`src/rtl/vidregs_pkg.sv`:
```
package vidregs_pkg;

  typedef enum logic {
    VAR_A = 1'b0,
    VAR_B = 1'b1
  } variant_e;

  typedef struct packed {
    logic wrIndex;
    logic wrData;
    logic rdData;
    logic rdStatus;
  } busStrobe_t;

endpackage

```
`src/rtl/vidregs_ctrl.sv`:
```
module vidregs_ctrl
  import vidregs_pkg::*;
#(
  parameter int ADDR_W  = 16,
  parameter int SEL_BIT = 14,
  parameter int DIR_BIT = 9,
  parameter int SUB_BIT = 8
) (
  input  logic              clk,
  input  logic              rstN,
  input  logic              ioStrobe,
  input  logic [ADDR_W-1:0] addr,
  output busStrobe_t        strb
);

  logic chipSel;

  always_comb begin
    chipSel       = ioStrobe && !addr[SEL_BIT];
    strb          = '0;
    strb.wrIndex  = chipSel && !addr[DIR_BIT] && !addr[SUB_BIT];
    strb.wrData   = chipSel && !addr[DIR_BIT] &&  addr[SUB_BIT];
    strb.rdStatus = chipSel &&  addr[DIR_BIT] && !addr[SUB_BIT];
    strb.rdData   = chipSel &&  addr[DIR_BIT] &&  addr[SUB_BIT];
  end

  AST_ONE_STROBE: assert property (@(posedge clk) disable iff (!rstN)
    $onehot0({strb.wrIndex, strb.wrData, strb.rdData, strb.rdStatus}));

endmodule

```
`src/rtl/vidregs_datapath.sv`:
```
module vidregs_datapath
  import vidregs_pkg::*;
#(
  parameter int       DATA_W  = 8,
  parameter int       IDX_W   = 5,
  parameter int       NUM_RW  = 16,
  parameter int       PEN_W   = 14,
  parameter variant_e VARIANT = VAR_A
) (
  input  logic                         clk,
  input  logic                         rstN,
  input  busStrobe_t                   strb,
  input  logic [DATA_W-1:0]            dataIn,
  input  logic                         penStrobe,
  input  logic [PEN_W-1:0]             penAddr,
  input  logic                         vertPastDisplay,
  input  logic                         frameStart,
  output logic [DATA_W-1:0]            readData,
  output logic [NUM_RW-1:0][DATA_W-1:0] regOut
);

  localparam int SLOT_W  = $clog2(NUM_RW);
  localparam int PEN_BIT = 6;
  localparam int VB_BIT  = 5;
  localparam logic [IDX_W-1:0] IDX_PEN_HI = IDX_W'(16);
  localparam logic [IDX_W-1:0] IDX_PEN_LO = IDX_W'(17);
  localparam logic [IDX_W-1:0] IDX_LAST   = {IDX_W{1'b1}};

  logic [IDX_W-1:0]              idxReg;
  logic [NUM_RW-1:0][DATA_W-1:0] regs;
  logic                          penFlag;
  logic                          vbFlag;
  logic                          penClear;
  logic                          idxInFile;
  logic [DATA_W-1:0]             statusByte;
  logic [DATA_W-1:0]             rdVal;

  assign idxInFile = (idxReg < IDX_W'(NUM_RW));
  assign penClear  = strb.rdData && (idxReg == IDX_PEN_HI || idxReg == IDX_PEN_LO);

  always_ff @(posedge clk) begin
    if (!rstN)             idxReg <= '0;
    else if (strb.wrIndex) idxReg <= dataIn[IDX_W-1:0];
  end

  for (genvar gi = 0; gi < NUM_RW; gi++) begin : g_reg
    localparam int KEEP = (gi == 4 || gi == 6 || gi == 7) ? 7 :
                          (gi == 5 || gi == 9)            ? 5 :
                          (gi == 12 || gi == 14)          ? 6 : DATA_W;
    localparam logic [DATA_W-1:0] MASK = {DATA_W{1'b1}} >> (DATA_W - KEEP);
    always_ff @(posedge clk) begin
      if (!rstN)
        regs[gi] <= '0;
      else if (strb.wrData && idxInFile && idxReg[SLOT_W-1:0] == SLOT_W'(gi))
        regs[gi] <= dataIn & MASK;
    end
  end

  if (VARIANT == VAR_B) begin : g_status
    always_ff @(posedge clk) begin
      if (!rstN) begin
        penFlag <= 1'b0;
        vbFlag  <= 1'b0;
      end else begin
        if (penStrobe)     penFlag <= 1'b1;
        else if (penClear) penFlag <= 1'b0;
        if (vertPastDisplay) vbFlag <= 1'b1;
        else if (frameStart) vbFlag <= 1'b0;
      end
    end

    AST_PEN_SET: assert property (@(posedge clk) disable iff (!rstN)
      penStrobe |=> penFlag);
    AST_PEN_CLEAR: assert property (@(posedge clk) disable iff (!rstN)
      (penClear && !penStrobe) |=> !penFlag);
    AST_VB_CLEAR: assert property (@(posedge clk) disable iff (!rstN)
      (frameStart && !vertPastDisplay) |=> !vbFlag);
  end else begin : g_nostatus
    assign penFlag = 1'b0;
    assign vbFlag  = 1'b0;
  end

  always_comb begin
    statusByte          = '0;
    statusByte[PEN_BIT] = penFlag;
    statusByte[VB_BIT]  = vbFlag;
  end

  always_comb begin
    rdVal = '0;
    if (strb.rdStatus) begin
      rdVal = statusByte;
    end else if (strb.rdData) begin
      if (idxReg == IDX_W'(14) || idxReg == IDX_W'(15))
        rdVal = regs[idxReg[SLOT_W-1:0]];
      else if ((idxReg == IDX_W'(12) || idxReg == IDX_W'(13)) && VARIANT == VAR_A)
        rdVal = regs[idxReg[SLOT_W-1:0]];
      else if (idxReg == IDX_PEN_HI)
        rdVal = DATA_W'(penAddr[PEN_W-1:DATA_W]);
      else if (idxReg == IDX_PEN_LO)
        rdVal = penAddr[DATA_W-1:0];
      else if (idxReg == IDX_LAST && VARIANT == VAR_B)
        rdVal = '1;
    end
  end

  assign readData = rdVal;
  assign regOut   = regs;

  AST_IDX_LOAD: assert property (@(posedge clk) disable iff (!rstN)
    strb.wrIndex |=> idxReg == $past(dataIn[IDX_W-1:0]));
  AST_NO_WRITE_HOLD: assert property (@(posedge clk) disable iff (!rstN)
    !strb.wrData |=> $stable(regs));
  AST_HIGH_IDX_HOLD: assert property (@(posedge clk) disable iff (!rstN)
    (strb.wrData && !idxInFile) |=> $stable(regs));

endmodule

```
`src/rtl/vidregs_top.sv`:
```
module vidregs_top
  import vidregs_pkg::*;
#(
  parameter variant_e VARIANT = VAR_A,
  parameter int       ADDR_W  = 16,
  parameter int       DATA_W  = 8,
  parameter int       IDX_W   = 5,
  parameter int       NUM_RW  = 16,
  parameter int       PEN_W   = 14
) (
  input  logic                          clk,
  input  logic                          rstN,
  input  logic                          ioStrobe,
  input  logic [ADDR_W-1:0]             addr,
  input  logic [DATA_W-1:0]             dataIn,
  input  logic                          penStrobe,
  input  logic [PEN_W-1:0]              penAddr,
  input  logic                          vertPastDisplay,
  input  logic                          frameStart,
  output logic [DATA_W-1:0]             readData,
  output logic [NUM_RW-1:0][DATA_W-1:0] regOut
);

  busStrobe_t strb;

  vidregs_ctrl #(.ADDR_W(ADDR_W)) u_ctrl (
    .clk(clk), .rstN(rstN), .ioStrobe(ioStrobe), .addr(addr), .strb(strb)
  );

  vidregs_datapath #(
    .DATA_W(DATA_W), .IDX_W(IDX_W), .NUM_RW(NUM_RW), .PEN_W(PEN_W), .VARIANT(VARIANT)
  ) u_dp (
    .clk(clk), .rstN(rstN), .strb(strb), .dataIn(dataIn),
    .penStrobe(penStrobe), .penAddr(penAddr),
    .vertPastDisplay(vertPastDisplay), .frameStart(frameStart),
    .readData(readData), .regOut(regOut)
  );

endmodule

```
`config.mk`:
```
export PLATFORM = sky130hd
export DESIGN_NAME = vidregs_top
export DESIGN_NICKNAME = d
export VERILOG_FILES = /design/src/rtl/vidregs_pkg.sv /design/src/rtl/vidregs_ctrl.sv /design/src/rtl/vidregs_datapath.sv /design/src/rtl/vidregs_top.sv
export SDC_FILE = /design/constraint.sdc
export NUM_CORES = 1
export LEC_CHECK = 0
export ABC_AREA = 1
export BUFFER_PORTS_ARGS = -buffer_cell sky130_fd_sc_hd__buf_2
export CORE_ASPECT_RATIO = 0.9
export CORE_MARGIN = 1.5
export CORE_UTILIZATION = 45
export DETAILED_ROUTE_END_ITERATION = 7
export PLACE_DENSITY = 0.82
export SLEW_MARGIN = 5
export SYNTH_ARGS = -nofsm -noshare
export SYNTH_HDL_FRONTEND = slang
export SYNTH_SLANG_ARGS = --single-unit
```
`constraint.sdc`:
```
create_clock -name clk -period 1.28 [get_ports clk]
set_input_delay 0.128 -clock clk [delete_from_list [all_inputs] [get_ports clk]]
set_output_delay 0.128 -clock clk [all_outputs]
set_load 0.01 [all_outputs]
```
# Word-level counts from Yosys, hierarchy flattened
# Index checks and enable logic that the tools add are counted.
# Widths: inputs -> output; s select.
classes:
  n_lt_le_gt_ge: 2
  eq_ne: 21
  n_mux: 8
  n_reduce_logical: 30
ops:
  columns: ["cell", "n"]
  rows:
  - ["$mux 8", 7]
  - ["$bmux 8 s4", 1]
  - ["$eq 4x4->1 const B", 8]
  - ["$logic_and 1x1->1", 24]
  - ["$eq 5x4->1 const B", 4]
  - ["$eq 4x3->1 const B", 4]
  - ["$eq 5x5->1 const B", 2]
  - ["$eq 4x2->1 const B", 2]
  - ["$lt 4x5->1 const B", 1]
  - ["$lt 5x5->1 const B", 1]
  - ["$eq 4x1->1 const B", 1]
  - ["$logic_not 4->1", 1]
  - ["$logic_not 1->1", 3]
  - ["$logic_or 1x1->1", 2]
totals:
  ff_bits: 120
  input_bits: 44
  out_inout_bits: 136
  wordCells: 78

# Logic depth before layout (Yosys ltp)
# Gate-level depths: netlist (run 1).
logic_depth:
  ltp_word: 7
  ltp_mapped: 8
  depth_no_buf: 8

# Modules after synthesis
# A second synthesis (run 1) with hierarchy kept.
hier_totals:
  cells_unflattened: 680
  area_unflattened_um2: 5027.3
by_module_without_submodules:
  columns: ["module", "instances", "cells_per_inst", "area_per_inst_um2", "seq_area_each_um2"]
  rows:
  - ["vidregs_datapath", 1, 671, 4991.0, 2402.3]
  - ["vidregs_ctrl", 1, 9, 36.3, 0.0]

# Least setup slack after synthesis (run 1)
# No wires, ideal clock.
synth_path:
  path_type: "reg2out"
  start: "register u_dp.idxReg[1]"
  end: "output readData[0]"
  arrival_time_ns: 1.308
  t_required_ns: 1.152
  path_slack_ns: -0.156
  path_stages_with_launch: 9
  path_buffers: 1
  cell_sequence: "dfxtp_1 > inv_1 > nand2_1 > buf_4 > nor3_2 > nand2_1 > nand2_1 > nand2_1 > a21oi_1"
synth_via:
  elab_chain_cells: 7
  elab_cells_between_ends: 16
  cone_classes: "eq/ne (6); mux (8); reduce/logical (2)"
synth_rtl:
  columns: ["item", "line", "rtl"]
  rows:
  - ["start: declaration", "vidregs_datapath.sv:29", "logic [IDX_W-1:0] idxReg;"]
  - ["start signal: assignment", "vidregs_datapath.sv:43", "else if (strb.wrIndex) idxReg <= dataIn[IDX_W-1:0];"]
  - ["parallel branches: the longest is 4 deep, another holds $bmux 8 s4", null, null]
  - ["$mux 8 (*)", "vidregs_datapath.sv:94", "if (idxReg == IDX_W'(14) || idxReg == IDX_W'(15))"]
  - ["$mux 8 (*)", "vidregs_datapath.sv:93", "end else if (strb.rdData) begin"]
  - ["$mux 8 (*)", "vidregs_datapath.sv:91", "if (strb.rdStatus) begin"]
  - ["end: declaration", "vidregs_top.sv:20", "output logic [DATA_W-1:0] readData,"]
# Mark *: on every way between the ends. The select of a mux whose other input is x is not followed.

# Worst setup path in the final report (run 1)
layout_path:
  start: "register u_dp.idxReg[2]"
  end: "output readData[4]"
# Same word-level chain as after synthesis.

==> flow_metrics.py, run 1 <==
metrics = {
    "pwr": {
        "peakVddDrop_mv": 0.992,
        "powerDensity_nw_per_um2": 1170,
        "p_total_mw": 10.1,
        "power.leakage_nw": 3.39,
    },
    "routing": {
        "ant_nets": 0,
        "drtIter0Drc": 875,
        "drc": 0,
        "dr.pass1.iters": 6,
        "drt-vias-per-instance": 6.11,
        "routedWlPerCell_um": 22.0,
        "num_vias": 6624,
        "drt_wl_total_um": 23900,
    },
    "yosys": {
        "ys_top_cells_by_area": "dfxtp_1 48%, nand2_1 14%, a21oi_1 13%",
        "yosysTopAreaCell": "dfxtp_1",
        "syn_avg_cell_area_um2": 7.24,
        "ys_top_cells_by_count": "190 x nand2_1, 128 x a21oi_1, 120 x dfxtp_1",
        "synth_seq_area_share_pct": 47.6,
        "ys_seq_elements": 120,
        "synth_edf_count": 0,
        "ys.warnings.count": 0,
        "synth_cell_types": 21,
        "postSynthCellCount": 697,
        "async_reset_ff_share_pct": 0,
        "syn_area_um2": 5040,
        "synth_top_area_share_pct": 47.6,
        "ys.flop_type": "dfxtp_1",
        "synth_most_common_cell": "nand2_1",
    },
    "clocking": {
        "cts_buffers": 17,
        "cts_root_buf": "clkbuf_16",
        "clock-sinks": 120,
        "clk_pin_slew_ns": 0.07,
        "clockBufferDepth": 2,
        "hold_buffers": 0,
        "clk_latency_ns": 0.43,
        "cts_tree": "yes",
        "h-tree-depth": 4,
    },
    "place": {
        "io_buffers": 150,
        "hpwl_um": 11100,
        "gp_congestion": 0.959,
    },
    "final_layout": {
        "diodes": 0,
        "final_util_pct": 79.5,
        "seqCellArea_um2": 2420,
        "fillers": 634,
        "final_nets": 964,
        "drive_above_1_share_pct": 53.6,
        "multi_input_area_um2": 3420,
        "syn_to_final_growth_pct": 71.0,
    },
    "timing": {
        "hold_violations": 0,
        "post-route-period-util_pct": 156,
        "fin_tns_setup_ns": -21.32,
        "finalCriticalPeriod_ns": 2.00,
        "slew_violations": 0,
        "worst_pin_slew_ns": 0.640,
        "setup_slack_ns": -0.721,
        "setup_viol": 124,
        "max_slew_margin_pct": 57.4,
        "fmax_mhz": 500,
        "rsz0062_at_grt": "true",
        "fin_worst_skew_ns": 0.0178,
    },
    "setup_path": {
        "cp_max_fo": 6,
        "r2r_slack_ns": -0.41,
        "critical_path_buf_inv_count": 1,
        "rr_startpoint": "u_dp.idxReg[1]$_SDFFE_PN0P_",
        "reg2reg_depth": 10,
        "r2r_end": "u_dp.regOut[37]$_SDFFE_PN0P_",
        "crit_chain": "nand2_2 > nor2_4 > o21ai_0 > nor2_1 > nand3_1 > a21oi_2 > buf_2",
        "start_kind": "register",
        "required_ns": 1.15,
        "crit_type": "reg2out",
        "cp.arrival_ns": 1.87,
        "path_delay_family": "simple AND/OR/NAND/NOR gates",
        "worst_path_largest_cell_delay_ns": 0.42,
        "slowest_stage": "dfxtp_4",
        "cp-end-kind": "primary output",
    },
    "global_routing": {
        "grt_pass1_vias": 5638,
        "overflow": 0,
        "grt_usage_pct": 32.5,
        "grt_pass1_wl_um": 29400,
        "antenna_found_initial": 0,
        "grt_max_degree": 54,
    },
    "floorplan": {
        "fp.dieW_um": 115,
        "coreArea_um2": 10900,
        "rows": 36,
        "initial_utilization_pct": 46.5,
        "ios": 180,
        "dieHeight_um": 103,
        "die_area_um2": 11900,
    },
    "min_path": {
        "min_to": "u_dp.idxReg[2]$_SDFFE_PN0P_",
        "hold_path_class": "in2reg",
        "min_from": "rstN",
        "hold_path_depth": 3,
    },
    "status": {
        "status": "finished, violations left",
        "violations": "negative setup slack",
    },
    "run": {
        "maxCapViolCount": 0,
    },
}
==> report_power, final <==
part	internal [mW]	switching, mW
combinational	0.272	0.510
clock	3.67	1.86
sequential	3.74	0.0227
total	7.69	2.39
==> layout make-up <==
cell class | count | share of cell area [%]
sequential | 120 | 28.1
multi-input combinational | 514 | 39.6
clock buffer | 22 | 5.61
clock inverter | 10 | 2.19
timing repair buffer | 247 | 21.3
inverter | 20 | 1.06
tap | 152 | 2.20
==> cells in the final DEF (no fill, tap or decap), types with 2 or more instances in the layout <==
cell	Yosys	final
nand2_4	0	18
o21ai_2	0	4
inv_4	0	3
clkinv_4	0	2
inv_2	2	4
conb_1	1	13
nand2_1	190	131
nor2_1	25	12
buf_6	0	38
inv_1	17	11
inv_6	0	2
dfxtp_4	0	5
or2_2	5	5
dfxtp_1	120	115
nand3_1	112	64
clkbuf_8	0	4
clkbuf_16	0	17
bufinv_16	0	5
nor2_2	6	3
nor2_4	3	19
nand3_4	0	11
nand2_2	1	34
buf_4	14	41
o21ai_0	25	17
a21oi_1	128	62
o21ai_1	0	4
nand3_2	0	37
buf_12	0	16
buf_2	14	150
clkinvlp_4	0	2
a21oi_2	0	65
nand2_8	0	8
buf_8	0	2
==> state kept, by name, indices dropped and copies added (netlist names) <==
register,flops
u_dp.idxReg,5
u_dp.regOut,115
==> routing by layer <==
layer | GRT usage [%] | vias up | part of all wire (%)
li1 | - | 2760 | -
met3 | 9.38 | 163 | 13
met2 | 52.4 | 605 | 45
met5 | 0 | - | 0
met4 | 16.1 | 0 | 6.0
met1 | 40.2 | 3096 | 37
==> repair_timing <==
action                                  4_1_cts  5_1_grt
buffers inserted                             18       12
pin swaps                                    55       98
gates resized for setup                     121      209
cloned                                        2        0
endpoints found under the setup margin      123      123
==> tightest hold or removal path, cell delays in order <==
cell,delay (ns)
buf_2,0.18
o21ai_0,0.10
a21oi_1,0.05
==> cell families (layout without fill, tap and decap cells) <==
kind of cell / after synthesis / count (layout) / share of synthesized area, %
other cells: 1 / 13 / 0.0743
flops: 120 / 120 / 47.6
buf+inv: 75 / 299 / 6.97
compound gates: 157 / 157 / 15.7
simple gates: 344 / 344 / 29.6
==> worst max path at each step <==
stage,end,startpoint,cells past startpoint
global route,readData[4],u_dp.idxReg[2]$_SDFFE_PN0P_,7
CTS,readData[0],u_dp.idxReg[1]$_SDFFE_PN0P_,9
floorplan,readData[0],u_dp.idxReg[3]$_SDFFE_PN0P_,6
detailed placement,readData[3],u_dp.idxReg[2]$_SDFFE_PN0P_,8
global placement,readData[3],u_dp.idxReg[0]$_SDFFE_PN0P_,7
finish,readData[4],u_dp.idxReg[2]$_SDFFE_PN0P_,7
==> metrics by stage <==
stage / hold WS, ns / setup WS, ns / cells / instance area (um2)
6_report: 0.0560 / -0.721 / 1085 / 8630
2_1_floorplan: 0.256 / -0.0498 / 709 / 5150
4_1_cts: 0.0202 / -0.575 / 1076 / 7720
3_5_place_dp: 0.449 / -0.242 / 1025 / 6410
5_1_grt: 0.0621 / -0.750 / 1085 / 8630
3_3_place_gp: 0.444 / -0.204 / 1025 / 6410
(Power assumes the default switching activity.)
==> inputs of run 2 (changes only) <==
CORE_UTILIZATION = 46   (was 45)
CTS_BUF_LIST = sky130_fd_sc_hd__clkbuf_4 sky130_fd_sc_hd__clkbuf_8   (was unset)
PLACE_DENSITY = 0.84   (was 0.82)
==> run 2 against run 1 <==
Net effect:
- the flow still finishes with violations (negative setup slack)
- sequential share of layout area rose by 1.2 points
- die area fell by 2.1%
- cell area fell by 4.0%
- clock power fell by 35%
==> flow_metrics.py, run 2 (same netlist as run 1, synthesis figures left out) <==
metrics = {
    "global_routing": {
        "grt_pass1_vias": 5445,
        "grt_usage_pct": 31.1,
        "antenna_found_initial": 0,
        "overflow": 0,
        "grt_max_degree": 41,
        "grt_pass1_wl_um": 27900,
    },
    "setup_path": {
        "cp_common_cell": "nand2_1",
        "cp_max_fo": 7,
        "cp.arrival_ns": 1.92,
        "critical_path_buf_inv_count": 2,
        "path_delay_family": "simple AND/OR/NAND/NOR gates",
        "worst_path_largest_cell_delay_ns": 0.39,
        "start_kind": "register",
        "r2r_slack_ns": -0.35,
        "crit_chain": "nor2_4 > buf_4 > nand2_1 > nand2_1 > nand2_1 > nand2_1 > nand3_1 > a21oi_2 > buf_2",
        "rr_startpoint": "u_dp.idxReg[2]$_SDFFE_PN0P_",
        "crit_type": "reg2out",
        "cp-end-kind": "primary output",
        "required_ns": 1.15,
        "slowest_stage": "dfxtp_4",
        "critical_path.startpoint": "u_dp.idxReg[0]$_SDFFE_PN0P_",
    },
    "final_layout": {
        "syn_to_final_growth_pct": 64.1,
        "final_cell_mix": "151 x nand2_1, 150 x buf_2, 115 x dfxtp_1",
        "drive_above_1_share_pct": 50.8,
        "final_cell_count_no_fill": 1065,
        "final_nets": 965,
        "layout_commonest_cell": "nand2_1",
        "diodes": 0,
        "largest_reg_flops": 115,
        "final_util_pct": 76.9,
        "fillers": 646,
    },
    "timing": {
        "slew_violations": 0,
        "max_slew_margin_pct": 57.2,
        "setup_slack_ns": -0.771,
        "finalCriticalPeriod_ns": 2.05,
        "worst_pin_slew_ns": 0.642,
        "fin_tns_setup_ns": -22.33,
        "fmax_mhz": 487,
        "setup_viol": 112,
        "fin_worst_skew_ns": 0.00792,
        "post-route-period-util_pct": 160,
        "hold_violations": 0,
        "hold_slack_ns": 0.101,
        "rsz0062_at_grt": "true",
    },
    "run": {
        "maxCapViolCount": 0,
    },
    "pwr": {
        "swShare_pct": 25.5,
        "clkPwrFrac_pct": 44.3,
        "switchingPower_mw": 2.07,
        "pwr-share-comb_pct": 9.5,
        "p_int_mw": 6.05,
        "power.leakage_nw": 3.31,
        "powerDensity_nw_per_um2": 981,
        "peakVddDrop_mv": 0.727,
        "p_seq_share_pct": 46.3,
        "p_total_mw": 8.12,
    },
    "clocking": {
        "cts_tree": "yes",
        "clk_pin_slew_ns": 0.07,
        "hold_buffers": 0,
        "clockBufferDepth": 2,
        "cts_buffers": 17,
        "clock-sinks": 120,
        "clk_latency_ns": 0.44,
        "h-tree-depth": 4,
        "cts_root_buf": "clkbuf_8",
    },
    "routing": {
        "routedWlPerCell_um": 21.0,
        "drtIter0Drc": 745,
        "ant_nets": 0,
        "num_vias": 6543,
        "drt_wl_total_um": 22400,
        "drt-vias-per-instance": 6.14,
        "dr.pass1.iters": 7,
        "drc": 0,
    },
    "place": {
        "io_buffers": 150,
        "hpwl_um": 11000,
        "placedCellCount": 999,
        "gp_congestion": 0.875,
    },
    "floorplan": {
        "coreArea_um2": 10800,
        "die_area_um2": 11600,
        "fp.dieW_um": 113,
        "rows": 36,
        "initial_utilization_pct": 46.9,
        "ios": 180,
        "dieHeight_um": 102,
    },
    "status": {
        "violations": "negative setup slack",
        "status": "finished, violations left",
    },
    "min_path": {
        "min_from": "rstN",
        "hold_path_class": "in2reg",
    },
}
==> run 2: changes by cell type in the layout (fill, tap and decap cells not counted), sizes merged <==
cell / delta
clkinv: +2
bufinv: -2
inv: -2
buf: -2
clkinvlp: +1
clkbuf: +2
==> run 2: metal layers <==
layer	global-route usage, %	vias up	share of wire (%)	wire length, um
met2	49.9	572	45	10200
met4	16.6	0	6.7	1500
met1	38.9	3046	36	7950
met5	0	-	0	0
met3	8.01	154	12	2760
li1	-	2771	-	-
==> run 2: power groups by stage <==
stage,Clock [mW],Sequential [mW],Combinational [mW]
after global placement,0,3.84,0.476
after global routing,3.73,3.76,0.795
after floorplan,0,3.84,0.279
after CTS,3.52,3.75,0.574
final,3.59,3.76,0.770
after detailed placement,0,3.84,0.478
==> run 2: metrics by stage <==
stage,area (um2),worst slack [ns]
floorplan,5150,-0.0498
CTS,7210,-0.635
detailed placement,6330,-0.229
global route,8280,-0.825
global placement,6330,-0.157
finish,8280,-0.771
==> run 2: final timing paths <==
path / to / cells past startpoint
worst max-delay path: readData[5] / 9
worst max register to register: u_dp.regOut[44]$_SDFFE_PN0P_ / 9
worst min register to register: u_dp.regOut[89]$_SDFFE_PN0P_ / 2
worst min-delay path: u_dp.regOut[14]$_SDFFE_PN0P_ / 4
==> run 2: timing repair <==
action,in CTS,in global routing
pin swaps,33,107
endpoints found under the setup margin,123,123
cloned,5,3
setup buffers,14,19
resized for setup,80,206
==> run 2: worst register-to-register path, delay by kind of cell (launching register included) <==
kind                   cells  cell delay (ns)
buffers and inverters      5             0.67
DFF                        1             0.41
and+or+nand+nor            3             0.29
AOI/OAI and AO/OA          1             0.19
==> run 2: cell type report <==
| class | instances | area (um2) | share of cell area (%) |
|---|---|---|---|
| Sequential cell | 120 | 2420 | 29.2 |
| Inverter | 20 | 92.6 | 1.12 |
| Clock inverter | 9 | 125 | 1.51 |
| Multi-Input combinational cell | 514 | 3270 | 39.5 |
| Timing Repair Buffer | 248 | 1930 | 23.3 |
| Clock buffer | 21 | 277 | 3.34 |
| Tap cell | 133 | 166 | 2.01 |
==> inputs of run 3 (changes only) <==
CORE_ASPECT_RATIO = 0.8   (was 0.9)
CORE_UTILIZATION = 51   (was 46)
PLACE_DENSITY = 0.88   (was 0.84)
clock period = 2.35 ns   (was 1.28 ns; I/O delays follow)
==> run 3 against run 2 <==
Net effect:
- the flow now finishes without violations
- via count decreased by 17%
- sequential power down 45%
- global-route usage is 1.4 points lower
- sequential cell count unchanged
- first-iteration DRC count decreased by 38%
- non-clock buffer count decreased by 83
- critical endpoint is now readData[4]
==> flow_metrics.py, run 3 (same netlist as run 1, synthesis figures left out) <==
metrics = {
    "status": {
        "status": "finished clean",
    },
    "setup_path": {
        "critical_path.startpoint": "u_dp.idxReg[3]$_SDFFE_PN0P_",
        "rr_startpoint": "u_dp.idxReg[4]$_SDFFE_PN0P_",
        "slowest_stage": "nand2_1",
        "worst_path_largest_cell_delay_ns": 0.39,
        "cp_max_fo": 12,
        "cp_num_cells": 7,
        "cp.arrival_ns": 1.94,
        "path_delay_family": "simple AND/OR/NAND/NOR gates",
        "start_kind": "register",
        "crit_type": "reg2out",
        "critical_path_buf_inv_count": 2,
        "cp_common_cell": "nand2_1",
        "cp-end-kind": "primary output",
        "required_ns": 2.12,
        "reg2reg_depth": 7,
        "crit_chain": "inv_2 > nand2_1 > o21ai_0 > nand2_1 > nand3_1 > a21oi_1 > buf_2",
    },
    "place": {
        "placedCellCount": 938,
        "hpwl_um": 10300,
        "io_buffers": 150,
        "gp_congestion": 0.933,
        "dpl-instance-area_um2": 5860,
    },
    "pwr": {
        "p_total_mw": 4.02,
        "power.leakage_nw": 2.62,
        "powerDensity_nw_per_um2": 643,
        "peakVddDrop_mv": 0.411,
    },
    "run": {
        "maxCapViolCount": 0,
    },
    "routing": {
        "drc": 0,
        "num_vias": 5451,
        "drt-vias-per-instance": 5.63,
        "drt_wl_total_um": 15600,
        "ant_nets": 0,
        "drtIter0Drc": 461,
        "routedWlPerCell_um": 16.1,
        "dr.pass1.iters": 5,
    },
    "final_layout": {
        "syn_to_final_growth_pct": 23.8,
        "drive_above_1_share_pct": 26.0,
        "final_cell_area_um2": 6240,
        "final_nets": 882,
        "diodes": 0,
        "layout_commonest_cell": "nand2_1",
        "largest_reg_flops": 115,
        "final_cell_mix": "188 x nand2_1, 150 x buf_2, 128 x a21oi_1",
        "final_cell_count_no_fill": 968,
    },
    "timing": {
        "fmax_mhz": 461,
        "finalCriticalPeriod_ns": 2.17,
        "fin_tns_setup_ns": 0,
        "slew_violations": 0,
        "worst_pin_slew_ns": 0.716,
        "setup_viol": 0,
        "post-route-period-util_pct": 92.4,
        "max_slew_margin_pct": 52.3,
        "rsz0062_at_grt": "false",
        "fin_worst_skew_ns": 0.0114,
        "hold_violations": 0,
    },
    "global_routing": {
        "grt_pass1_vias": 4748,
        "grt_pass1_wl_um": 24200,
        "antenna_found_initial": 0,
        "overflow": 0,
        "grt_usage_pct": 29.7,
        "grt_max_degree": 70,
    },
    "floorplan": {
        "coreArea_um2": 9610,
        "die_area_um2": 10500,
        "rows": 32,
        "ios": 180,
        "fp.dieW_um": 114,
        "initial_utilization_pct": 52.5,
        "dieHeight_um": 92.0,
    },
    "clocking": {
        "h-tree-depth": 4,
        "post_cts.repair.setup_buffers": 0,
        "clk_latency_ns": 0.43,
        "cts_tree": "yes",
        "clock-sinks": 120,
        "cts_root_buf": "clkbuf_8",
        "clk_pin_slew_ns": 0.06,
        "hold_buffers": 0,
        "clockBufferDepth": 2,
        "cts_buffers": 17,
    },
    "min_path": {
        "min_from": "rstN",
        "hold_path_class": "in2reg",
        "hold_path_depth": 3,
    },
}
run 3: cell types whose count changed in the layout (fill, tap and decap cells not counted), moves of 28 or more:
cell and delta:
nand3_1 +48, buf_6 -32, buf_4 -28, nand3_2 -41, a21oi_2 -64, a21oi_1 +64, nand2_1 +37
run 3: timing repair:
| action | in CTS | in global routing |
|---|---|---|
| gates resized for setup | 1 | 7 |
| endpoints found under the setup margin | 1 | 7 |
| cloned | 0 | 0 |
| hold endpoints to repair | 0 | 0 |
| pin swaps | 0 | 1 |
run 3: through the flow:
step	hold slack [ns]	setup WS, ns	util [%]
after CTS	0.106	0.00462	64.8
after global routing	0.112	0.0328	65.0
after detailed placement	0.450	0.446	61.0
after floorplan	0.373	0.807	-
after global placement	0.447	0.453	61.0
final	0.126	0.179	65.0
run 3: power breakdown:
group,switching [mW],internal [mW]
Combinational,0.173,0.0520
Sequential,0.00780,2.04
Clock,0.803,0.940
run 3: final cells by class:
type | instances | area, um2
Multi-Input combinational cell | 514 | 2360
Clock inverter | 8 | 72.6
Inverter | 20 | 76.3
Clock buffer | 22 | 297
Sequential cell | 120 | 2400
Tap cell | 119 | 149
Fill cell | 864 | 3360
Timing Repair Buffer | 165 | 888
run 3: worst paths after layout:
| check | slack [ns] | endpoint |
|---|---|---|
| worst min register to register | 0.46 | u_dp.regOut[49]$_SDFFE_PN0P_ |
| worst min-delay path | 0.13 | u_dp.idxReg[1]$_SDFFE_PN0P_ |
| worst max register to register | 0.41 | u_dp.regOut[2]$_SDFFE_PN0P_ |
| worst max-delay path | 0.18 | readData[4] |
run 3: worst reg2reg max path, delay by kind of cell (launching register included):
| family | cells | cell delay (ns) |
|---|---|---|
| AND/OR/NAND/NOR | 4 | 0.92 |
| buffers and inverters | 2 | 0.40 |
| flip-flops | 1 | 0.39 |
| AO/OA/AOI/OAI | 1 | 0.14 |
run 3: layer usage:
metal	vias to the layer above	routed length, um	global-route usage, %
met2	317	6900	43.8
li1	2590	-	-
met1	2500	6600	41.1
met5	-	0	0
met4	0	395	12.8
met3	44	1710	7.80
